File: config.mk
export PLATFORM = sky130hd
export DESIGN_NAME = wdog_timer
export DESIGN_NICKNAME = d
export VERILOG_FILES = /design/src/rtl/wdog_pkg.sv /design/src/rtl/wdog_counter.sv /design/src/rtl/wdog_regs.sv /design/src/rtl/wdog_events.sv /design/src/rtl/wdog_timer.sv
export SDC_FILE = /design/constraint.sdc
export NUM_CORES = 1
export LEC_CHECK = 0
export ABC_AREA = 0
export BUFFER_PORTS_ARGS = -buffer_cell sky130_fd_sc_hd__buf_2
export CAP_MARGIN = 25
export CORE_MARGIN = 4
export CORE_UTILIZATION = 52
export CTS_CLUSTER_SIZE = 14
export DETAILED_ROUTE_END_ITERATION = 8
export MAX_ROUTING_LAYER = met4
export PLACE_DENSITY = 0.76
export SYNTH_ARGS = -nofsm -noshare
export SYNTH_HDL_FRONTEND = slang
export SYNTH_HIERARCHICAL = 1
export SYNTH_SLANG_ARGS = --single-unit
File: constraint.sdc
create_clock -name clk -period 1.95 [get_ports clk]
set_input_delay 0.39 -clock clk [delete_from_list [all_inputs] [get_ports clk]]
set_output_delay 0.39 -clock clk [all_outputs]
set_load 0.005 [all_outputs]
File: src/rtl/wdog_pkg.sv
package wdog_pkg;
  localparam int DATA_W    = 8;
  localparam int RES_W     = 2;
  localparam int MULT_W    = 5;
  localparam int MULT_LSB  = RES_W;
  localparam int STEER_BIT = DATA_W - 1;
  localparam int CTRL_BIT  = 6;
  localparam int CNT_W     = MULT_W + 2 * ((1 << RES_W) - 1);

  typedef enum logic [1:0] {
    SEL_FLAGS = 2'd0,
    SEL_WDOG  = 2'd1,
    SEL_CTRL  = 2'd2,
    SEL_NONE  = 2'd3
  } sel_e;

  // multiplier scaled by 4**resolution, in tick periods
  function automatic logic [CNT_W-1:0] timeout_ticks(input logic [DATA_W-1:0] r);
    logic [CNT_W-1:0] m;
    m = CNT_W'(r[MULT_LSB +: MULT_W]);
    return m << (2 * r[RES_W-1:0]);
  endfunction
endpackage

File: src/rtl/wdog_counter.sv
module wdog_counter
  import wdog_pkg::*;
(
  input  logic             clk,
  input  logic             rst_n,
  input  logic             tick,
  input  logic             load,
  input  logic [CNT_W-1:0] load_val,
  output logic             expire,
  output logic [CNT_W-1:0] cnt
);
  logic [CNT_W-1:0] cnt_q;

  always_ff @(posedge clk or negedge rst_n) begin
    if (!rst_n)                          cnt_q <= '0;
    else if (load)                       cnt_q <= load_val;
    else if (tick && cnt_q != '0)        cnt_q <= cnt_q - CNT_W'(1);
  end

  // the tick that takes the count from one to zero is the expiry
  assign expire = tick && !load && (cnt_q == CNT_W'(1));
  assign cnt    = cnt_q;
endmodule

File: src/rtl/wdog_regs.sv
module wdog_regs
  import wdog_pkg::*;
(
  input  logic              clk,
  input  logic              rst_n,
  input  logic              wr_en,
  input  logic [1:0]        addr,
  input  logic [DATA_W-1:0] wdata,
  input  logic              load,
  input  logic              expire,
  output logic [DATA_W-1:0] wdreg,
  output logic [DATA_W-1:0] ctrl,
  output logic              flag,
  output logic [DATA_W-1:0] rdata
);
  logic steer_hit;
  assign steer_hit = expire && wdreg[STEER_BIT];

  always_ff @(posedge clk or negedge rst_n) begin
    if (!rst_n)                              wdreg <= '0;
    else if (wr_en && addr == SEL_WDOG)      wdreg <= wdata;
    else if (steer_hit)                      wdreg <= '0;
  end

  always_ff @(posedge clk or negedge rst_n) begin
    if (!rst_n) ctrl <= '0;
    else begin
      if (wr_en && addr == SEL_CTRL) ctrl <= wdata;
      if (steer_hit)                 ctrl[CTRL_BIT] <= 1'b0;
    end
  end

  always_ff @(posedge clk or negedge rst_n) begin
    if (!rst_n)      flag <= 1'b0;
    else if (load)   flag <= 1'b0;
    else if (expire) flag <= 1'b1;
  end

  always_comb begin
    unique case (addr)
      SEL_FLAGS: rdata = {flag, {(DATA_W-1){1'b0}}};
      SEL_WDOG:  rdata = wdreg;
      SEL_CTRL:  rdata = ctrl;
      default:   rdata = '0;
    endcase
  end
endmodule

File: src/rtl/wdog_events.sv
module wdog_events (
  input  logic clk,
  input  logic rst_n,
  input  logic expire,
  input  logic steer,
  output logic rst_req,
  output logic irq
);
  always_ff @(posedge clk or negedge rst_n) begin
    if (!rst_n) begin
      rst_req <= 1'b0;
      irq     <= 1'b0;
    end else begin
      rst_req <= expire &&  steer;
      irq     <= expire && !steer;
    end
  end
endmodule

File: src/rtl/wdog_timer.sv
module wdog_timer
  import wdog_pkg::*;
(
  input  logic              clk,
  input  logic              rst_n,
  input  logic              tick_16hz,
  input  logic              wr_en,
  input  logic              rd_en,
  input  logic [1:0]        addr,
  input  logic [DATA_W-1:0] wdata,
  output logic [DATA_W-1:0] rdata,
  output logic              rst_req,
  output logic              irq
);
  logic              wr_wdog_w, rd_flags_w, load_w, expire_w, flag_w;
  logic [DATA_W-1:0] wdreg_w, ctrl_w, load_src_w;
  logic [CNT_W-1:0]  load_val_w, cnt_w;

  assign wr_wdog_w  = wr_en && (addr == SEL_WDOG);
  assign rd_flags_w = rd_en && (addr == SEL_FLAGS);
  assign load_w     = wr_wdog_w || rd_flags_w;
  assign load_src_w = wr_wdog_w ? wdata : wdreg_w;
  assign load_val_w = timeout_ticks(load_src_w);

  wdog_regs u_regs (
    .clk(clk), .rst_n(rst_n), .wr_en(wr_en), .addr(addr), .wdata(wdata),
    .load(load_w), .expire(expire_w), .wdreg(wdreg_w), .ctrl(ctrl_w),
    .flag(flag_w), .rdata(rdata)
  );

  wdog_counter u_cnt (
    .clk(clk), .rst_n(rst_n), .tick(tick_16hz), .load(load_w),
    .load_val(load_val_w), .expire(expire_w), .cnt(cnt_w)
  );

  wdog_events u_evt (
    .clk(clk), .rst_n(rst_n), .expire(expire_w),
    .steer(wdreg_w[STEER_BIT]), .rst_req(rst_req), .irq(irq)
  );
endmodule

==> results of run 1 <==
-- cells in the final DEF (no fill, tap or decap), types with 2 or more instances in the layout --
master / count
a22o_1: 7
o2bb2ai_1: 2
mux2_2: 20
a21boi_0: 9
nand3b_1: 2
nor2_1: 8
nand3_1: 10
buf_2: 25
a2bb2oi_1: 2
nor4_1: 2
dfrtp_1: 29
nand2_1: 17
o21ai_0: 6
or4_4: 2
and3b_1: 2
nand3b_4: 2
a31oi_1: 3
nor3_1: 2
xnor2_1: 2
a311oi_1: 2
inv_1: 9
a211oi_1: 2
a21oi_1: 8
nor2b_1: 5
clkbuf_8: 6
mux2i_1: 6
buf_4: 26
-- through the flow --
stage / area [um^2] / cells
after detailed placement: 2290 / 285
after CTS: 2410 / 295
final: 2470 / 298
after global routing: 2470 / 298
after global placement: 2290 / 285
after floorplan: 2000 / 201
-- synthesized netlist by cell type (all sizes together) (3+ instances only) --
cell    number
a21boi       9
a21oi        8
a22o         7
a31oi        3
buf          5
clkbuf       5
dfrtp       30
inv          9
mux2        21
mux2i        6
nand2       17
nand3       11
nand3b       4
nor2         8
nor2b        5
nor3         4
nor4         3
o21ai        7
-- critical path, cell delays in order, from the launching register on --
cell and delay, ps:
dfrtp_1 400, or4b_4 540, or4_4 500, or3b_1 360, a31oi_1 180
-- metal layers --
layer / vias up / share of wire (%) / routed length [um]
li1: 851 / - / -
met5: - / 0 / 0
met4: 0 / 2.8 / 136
met3: 18 / 6.5 / 318
met1: 844 / 42 / 2070
met2: 62 / 48 / 2350
-- registers in the layout, summed over array words and instances, names as in the netlist --
register	cells
u_cnt/cnt	11
u_evt/irq	1
u_evt/rst_req	1
u_regs/ctrl	8
u_regs/flag	1
u_regs/wdreg	8
-- cells by family after synthesis --
group | after synthesis
buffers and inverters | 19
xor gates and xnor gates | 2
muxes | 27
adders and majority gates | 2
AOI/OAI and AO/OA | 52
DFF | 30
and+or+nand+nor | 69
-- report_power, final --
part	internal (W)	switching, W	total [W]
Combinational	0.000689	0.000582	0.00127
Clock	0.000284	0.000241	0.000525
Sequential	0.000799	0.000194	0.000992
-- timing repair --
item	in CTS	in global routing
pin swaps	2	3
hold buffers	0	0
endpoints found under the setup margin	14	16
cloned	0	1
hold endpoints to repair	0	0
buffers inserted	2	2
resized for setup	2	9
-- final timing paths --
path                                                 start                         end  cells after the start
worst max-delay path              u_cnt/cnt[0]$_DFFE_PN0P_    u_cnt/cnt[9]$_DFFE_PN0P_                      4
worst min register to register  u_regs/ctrl[0]$_DFFE_PN0P_  u_regs/ctrl[0]$_DFFE_PN0P_                      1
min in group clk                                  wdata[7]  u_regs/ctrl[7]$_DFFE_PN0P_                      2
max in group asynchronous                            rst_n    u_cnt/cnt[4]$_DFFE_PN0P_                      1
worst min-delay path                                 rst_n    u_cnt/cnt[0]$_DFFE_PN0P_                      1
worst max register to register    u_cnt/cnt[0]$_DFFE_PN0P_    u_cnt/cnt[9]$_DFFE_PN0P_                      4
-- layout make-up --
cell class | instances | area [um^2] | area share (%)
clock buffers | 7 | 86.3 | 3.49
clock inverters | 1 | 5.00 | 0.202
inverters | 9 | 33.8 | 1.37
multi-input cells | 152 | 1220 | 49.2
flip-flops and latches | 30 | 752 | 30.4
well taps | 48 | 60.1 | 2.43
repair buffers | 51 | 320 | 12.9
==> metrics.txt, run 1 <==
WP data required 2160 ps; Antenna Cells 0; Starting Density 53.9%; slew at the pin closest to its max-slew limit 676 ps; routed len/inst 16.4 um; RSZ-0062 raised after global routing true; Avg Cell Area, Syn 9.90 um^2; top cells by area, synth dfrtp_1 (38%), mux2_2 (11%), a21boi_0 (3.4%); Post-DP HPWL 3420 um; synthesized flop and latch total 30; GR Util met2 34.0%; total power 0.00279 W; Clock Skew 8.34 ps; Final Max Tran Viols 0; Reg clk slew, reported paths 70 ps; CP arrival 2250 ps; GR peak layer met2; pre-CTS WS -124 ps; DR pass1 iterations 4; final worst path period need 2040 ps; EDFF count, synth 0; Layout Nets 266; wirelength, routed 4870 um; mux share of post-synthesis cell area 15.1%; maximum operating frequency 0.490 GHz; Static Leak 1.13 nW; Unique masters post-synth 54; failing checks negative setup slack; Synth Area in Adders 1.26%; I/O pin cnt 25; post-synth top area share 37.7%; root buffer selected by CTS clkbuf_8; initial antenna violation count 0; Max H-tree Level 2; Setup violations, final 2; met1 Resource Use GR 26.6%; post-route ant nets 0; synthesized area 1990 um^2; Post-Synth Simple-Gate Area 21.4%; Final WS setup -92.5 ps; FP Rows 22; startpoint types flop; YS warnings 6; final core utilization 67.1%; Worst IR Drop VDD 0.586 mV; worst hold margin 141 ps; Fin. Hold Viols 0; # fillers 308; CP Max Fanout 3; DR DRC count 0; CP endpoint kind flop; post-synthesis sequential area ratio 37.7%; via density per instance 5.96; maximum number of pins on one net before global-route repair 31; PortBufs 24; first-pass GRT wire length 8470 um; CTS tree built; height of the die 69.9 um; total gr overflow 0; CTS buffer count 5; Synth Area in XOR/XNOR 0.881%; met3 global-route usage 6.04%; reg-to-reg slack, setup -90 ps; area delta synth->final 24.3%; FFs w/ async S/R, synth 100%; Setup TNS -119 ps; Pwr Density 1130 nW/um^2; gr usage total 22.0%; CTS max path bufs 2; biggest area consumer among synthesized cells dfrtp_1; main combinational cell family by area after synthesis simple AND/OR/NAND/NOR gates; Max Cap Viol 0; headroom to the max-slew limit 55.0%; Syn Inst Count 201; status finished with violations; vias in the first global route 1806; die area 4880 um^2; Min-Delay Path Class in2async; routability cong. 0.858; Setup CP Type reg2reg; DR iter-0 viols 185; main flop type after synthesis dfrtp_1; Syn Nets 218; Synth Area in Compound Gates 19.4%; Die Width 69.9 um; CTS sink cnt 30; via count 1775; core area 3690 um^2; share of layout cells above drive strength 1 38.8%; clk_lat worst skew 290 ps; period utilization 105%
Note: power is estimated with default switching activity, not from simulation.
==> inputs of run 2 (changes only) <==
--- a/config.mk
+++ b/config.mk
@@ -8,6 +8,7 @@
 export ABC_AREA = 0
 export BUFFER_PORTS_ARGS = -buffer_cell sky130_fd_sc_hd__buf_2
 export CAP_MARGIN = 25
+export CORE_ASPECT_RATIO = 0.5
 export CORE_MARGIN = 4
 export CORE_UTILIZATION = 52
 export CTS_CLUSTER_SIZE = 14
==> metrics.txt, run 2 (synthesized netlist as in run 1, its figures left out) <==
status finished with violations; failing checks negative setup slack; pre-CTS WS -97.6 ps (+26.6 ps); headroom to the max-slew limit 54.0% (-0.98 points); CTS max path bufs 2 (unchanged); Clock Skew 2.39 ps (-5.94 ps); I/O pin cnt 25 (unchanged); via count 1746 (-1.6%); startpoint types flop; CTS buffer count 5 (unchanged); Die Width 95.5 um (+37%); clk_lat worst skew 270 ps (-20 ps); first-pass GRT wire length 8250 um (-2.7%); Pwr Density 1110 nW/um^2 (-1.9%); Setup CP Type reg2reg; Final WS setup -87.5 ps (+4.98 ps); DR WL met3 269 um (-15%); share of layout cells above drive strength 1 37.3% (-1.5 points); slew at the pin closest to its max-slew limit 690 ps (+14.6 ps); DR WL met2 2270 um (-3.4%); WP data required 2140 ps (-20 ps); period utilization 104% (-0.26 points); max FFs per register 11 (unchanged); PortBufs 24 (unchanged); CTS tree built; post-layout instance count excluding filler cells 295 (-1.0%); DR DRC count 0 (unchanged); CP arrival 2230 ps (-20 ps); Max H-tree Level 2 (unchanged); DR pass1 iterations 4 (unchanged); CP endpoint kind flop; Top Layer Used met4; # fillers 268 (-13%); total gr overflow 0 (unchanged); Layout Nets 261 (-1.9%); vias in the first global route 1710 (-5.3%); Post-DP HPWL 3450 um (+0.85%); Reg clk slew, reported paths 60 ps (about the same); post-route ant nets 0 (unchanged); Worst IR Drop VDD 0.718 mV (+23%); Fin. Hold Viols 0 (unchanged); CP Max Fanout 3 (unchanged); CTS sink cnt 30 (unchanged); reg-to-reg slack, setup -90 ps (about the same); Min-Delay Path Class in2async; wire length on met1 2380 um (+15%); hold buffers post-CTS 0 (unchanged); DP Cell Count 286 (+0.35%); R2R Path Start u_cnt/cnt[1]$_DFFE_PN0P_; die area 4940 um^2 (+1.2%); routed len/inst 16.8 um (+3.0%); via density per instance 5.92 (-0.63%); Static Leak 1.11 nW (-2.1%); Setup violations, final 1 (-1); initial antenna violation count 0 (unchanged); Max Cap Viol 0 (unchanged); Starting Density 56.1% (+2.1 points); final worst path period need 2040 ps (-4.98 ps); core area 3550 um^2 (-3.8%); root buffer selected by CTS clkbuf_8; routability cong. 0.901 (+5.0%); height of the die 51.7 um (-26%); most frequent cells in the layout dfrtp_1 (30), buf_2 (24), mux2_2 (20), buf_4 (20), nand2_1 (17); maximum operating frequency 0.491 GHz (+0.24%); wirelength, routed 4970 um (+1.9%); area delta synth->final 23.2%; RSZ-0062 raised after global routing true; Setup TNS -87.5 ps (+31.7 ps); DR iter-0 viols 108 (-42%); R2R depth 4 (unchanged); FP Rows 15 (-32%); gr usage total 22.3% (+0.29 points); Antenna Cells 0 (unchanged); Final Max Tran Viols 0 (unchanged); commonest non-fill, non-tap cell in the layout dfrtp_1; maximum number of pins on one net before global-route repair 31 (unchanged); Reg-to-Reg End u_cnt/cnt[9]$_DFFE_PN0P_
-- run 2: changes by cell type in the layout (fill, tap and decap cells not counted), sizes merged --
| cell | delta |
|---|---|
| buf | -5 |
| clkinv | -1 |
-- run 2: worst max-delay path: stages, from the launching register on --
cell and delay, ps:
dfrtp_1 390, or4b_4 540, or4_4 490, or3b_1 350
a31oi_1 180
-- run 2: stage by stage --
step / area, um^2 / util (%) / hold slack (ps) / total power [W]
3_5_place_dp: 2280 / 64.3 / 469 / 0.00209
3_3_place_gp: 2280 / 64.3 / 466 / 0.00204
2_1_floorplan: 2000 / - / 94.4 / 0.00165
4_1_cts: 2400 / 67.7 / 169 / 0.00264
5_1_grt: 2450 / 69.1 / 203 / 0.00291
6_report: 2450 / 69.1 / 158 / 0.00271
-- run 2: how the worst max path moves through the flow --
stage | startpoint | endpoint | cells after the start
3_3_place_gp | tick_16hz | u_cnt/cnt[9]$_DFFE_PN0P_ | 5
5_1_grt | u_cnt/cnt[1]$_DFFE_PN0P_ | u_cnt/cnt[9]$_DFFE_PN0P_ | 4
4_1_cts | u_cnt/cnt[1]$_DFFE_PN0P_ | u_cnt/cnt[9]$_DFFE_PN0P_ | 4
3_5_place_dp | u_cnt/cnt[1]$_DFFE_PN0P_ | u_cnt/cnt[1]$_DFFE_PN0P_ | 6
2_1_floorplan | u_cnt/cnt[0]$_DFFE_PN0P_ | u_cnt/cnt[1]$_DFFE_PN0P_ | 6
6_report | u_cnt/cnt[1]$_DFFE_PN0P_ | u_cnt/cnt[9]$_DFFE_PN0P_ | 4
-- run 2: cell type report --
type | count | area [um^2] | share of cell area (%)
multi-input cells | 152 | 1230 | 50.3
flip-flops and latches | 30 | 751 | 30.6
repair buffers | 46 | 293 | 11.9
clock buffers | 7 | 76.3 | 3.11
well taps | 51 | 63.8 | 2.60
inverters | 9 | 33.8 | 1.38
-- run 2: where the power goes --
group | switching (W) | leakage [nW] | internal, W
registers | 0.000187 | 0.370 | 0.000797
clock network | 0.000206 | 0.0383 | 0.000245
logic | 0.000614 | 0.698 | 0.000661
-- run 2: what timing repair did --
| item | 4_1_cts | 5_1_grt |
|---|---|---|
| cloned | 0 | 1 |
| endpoints found under the hold margin | 0 | 0 |
| resized for setup | 5 | 11 |
| setup buffers | 1 | 0 |
| pin swaps | 1 | 3 |
| endpoints found under the setup margin | 14 | 21 |
-- run 2: layer usage --
metal	GRT usage (%)	vias up
li1	-	836
met1	30.5	861
met2	34.0	42
met3	4.48	7
met4	6.60	0
met5	-	-
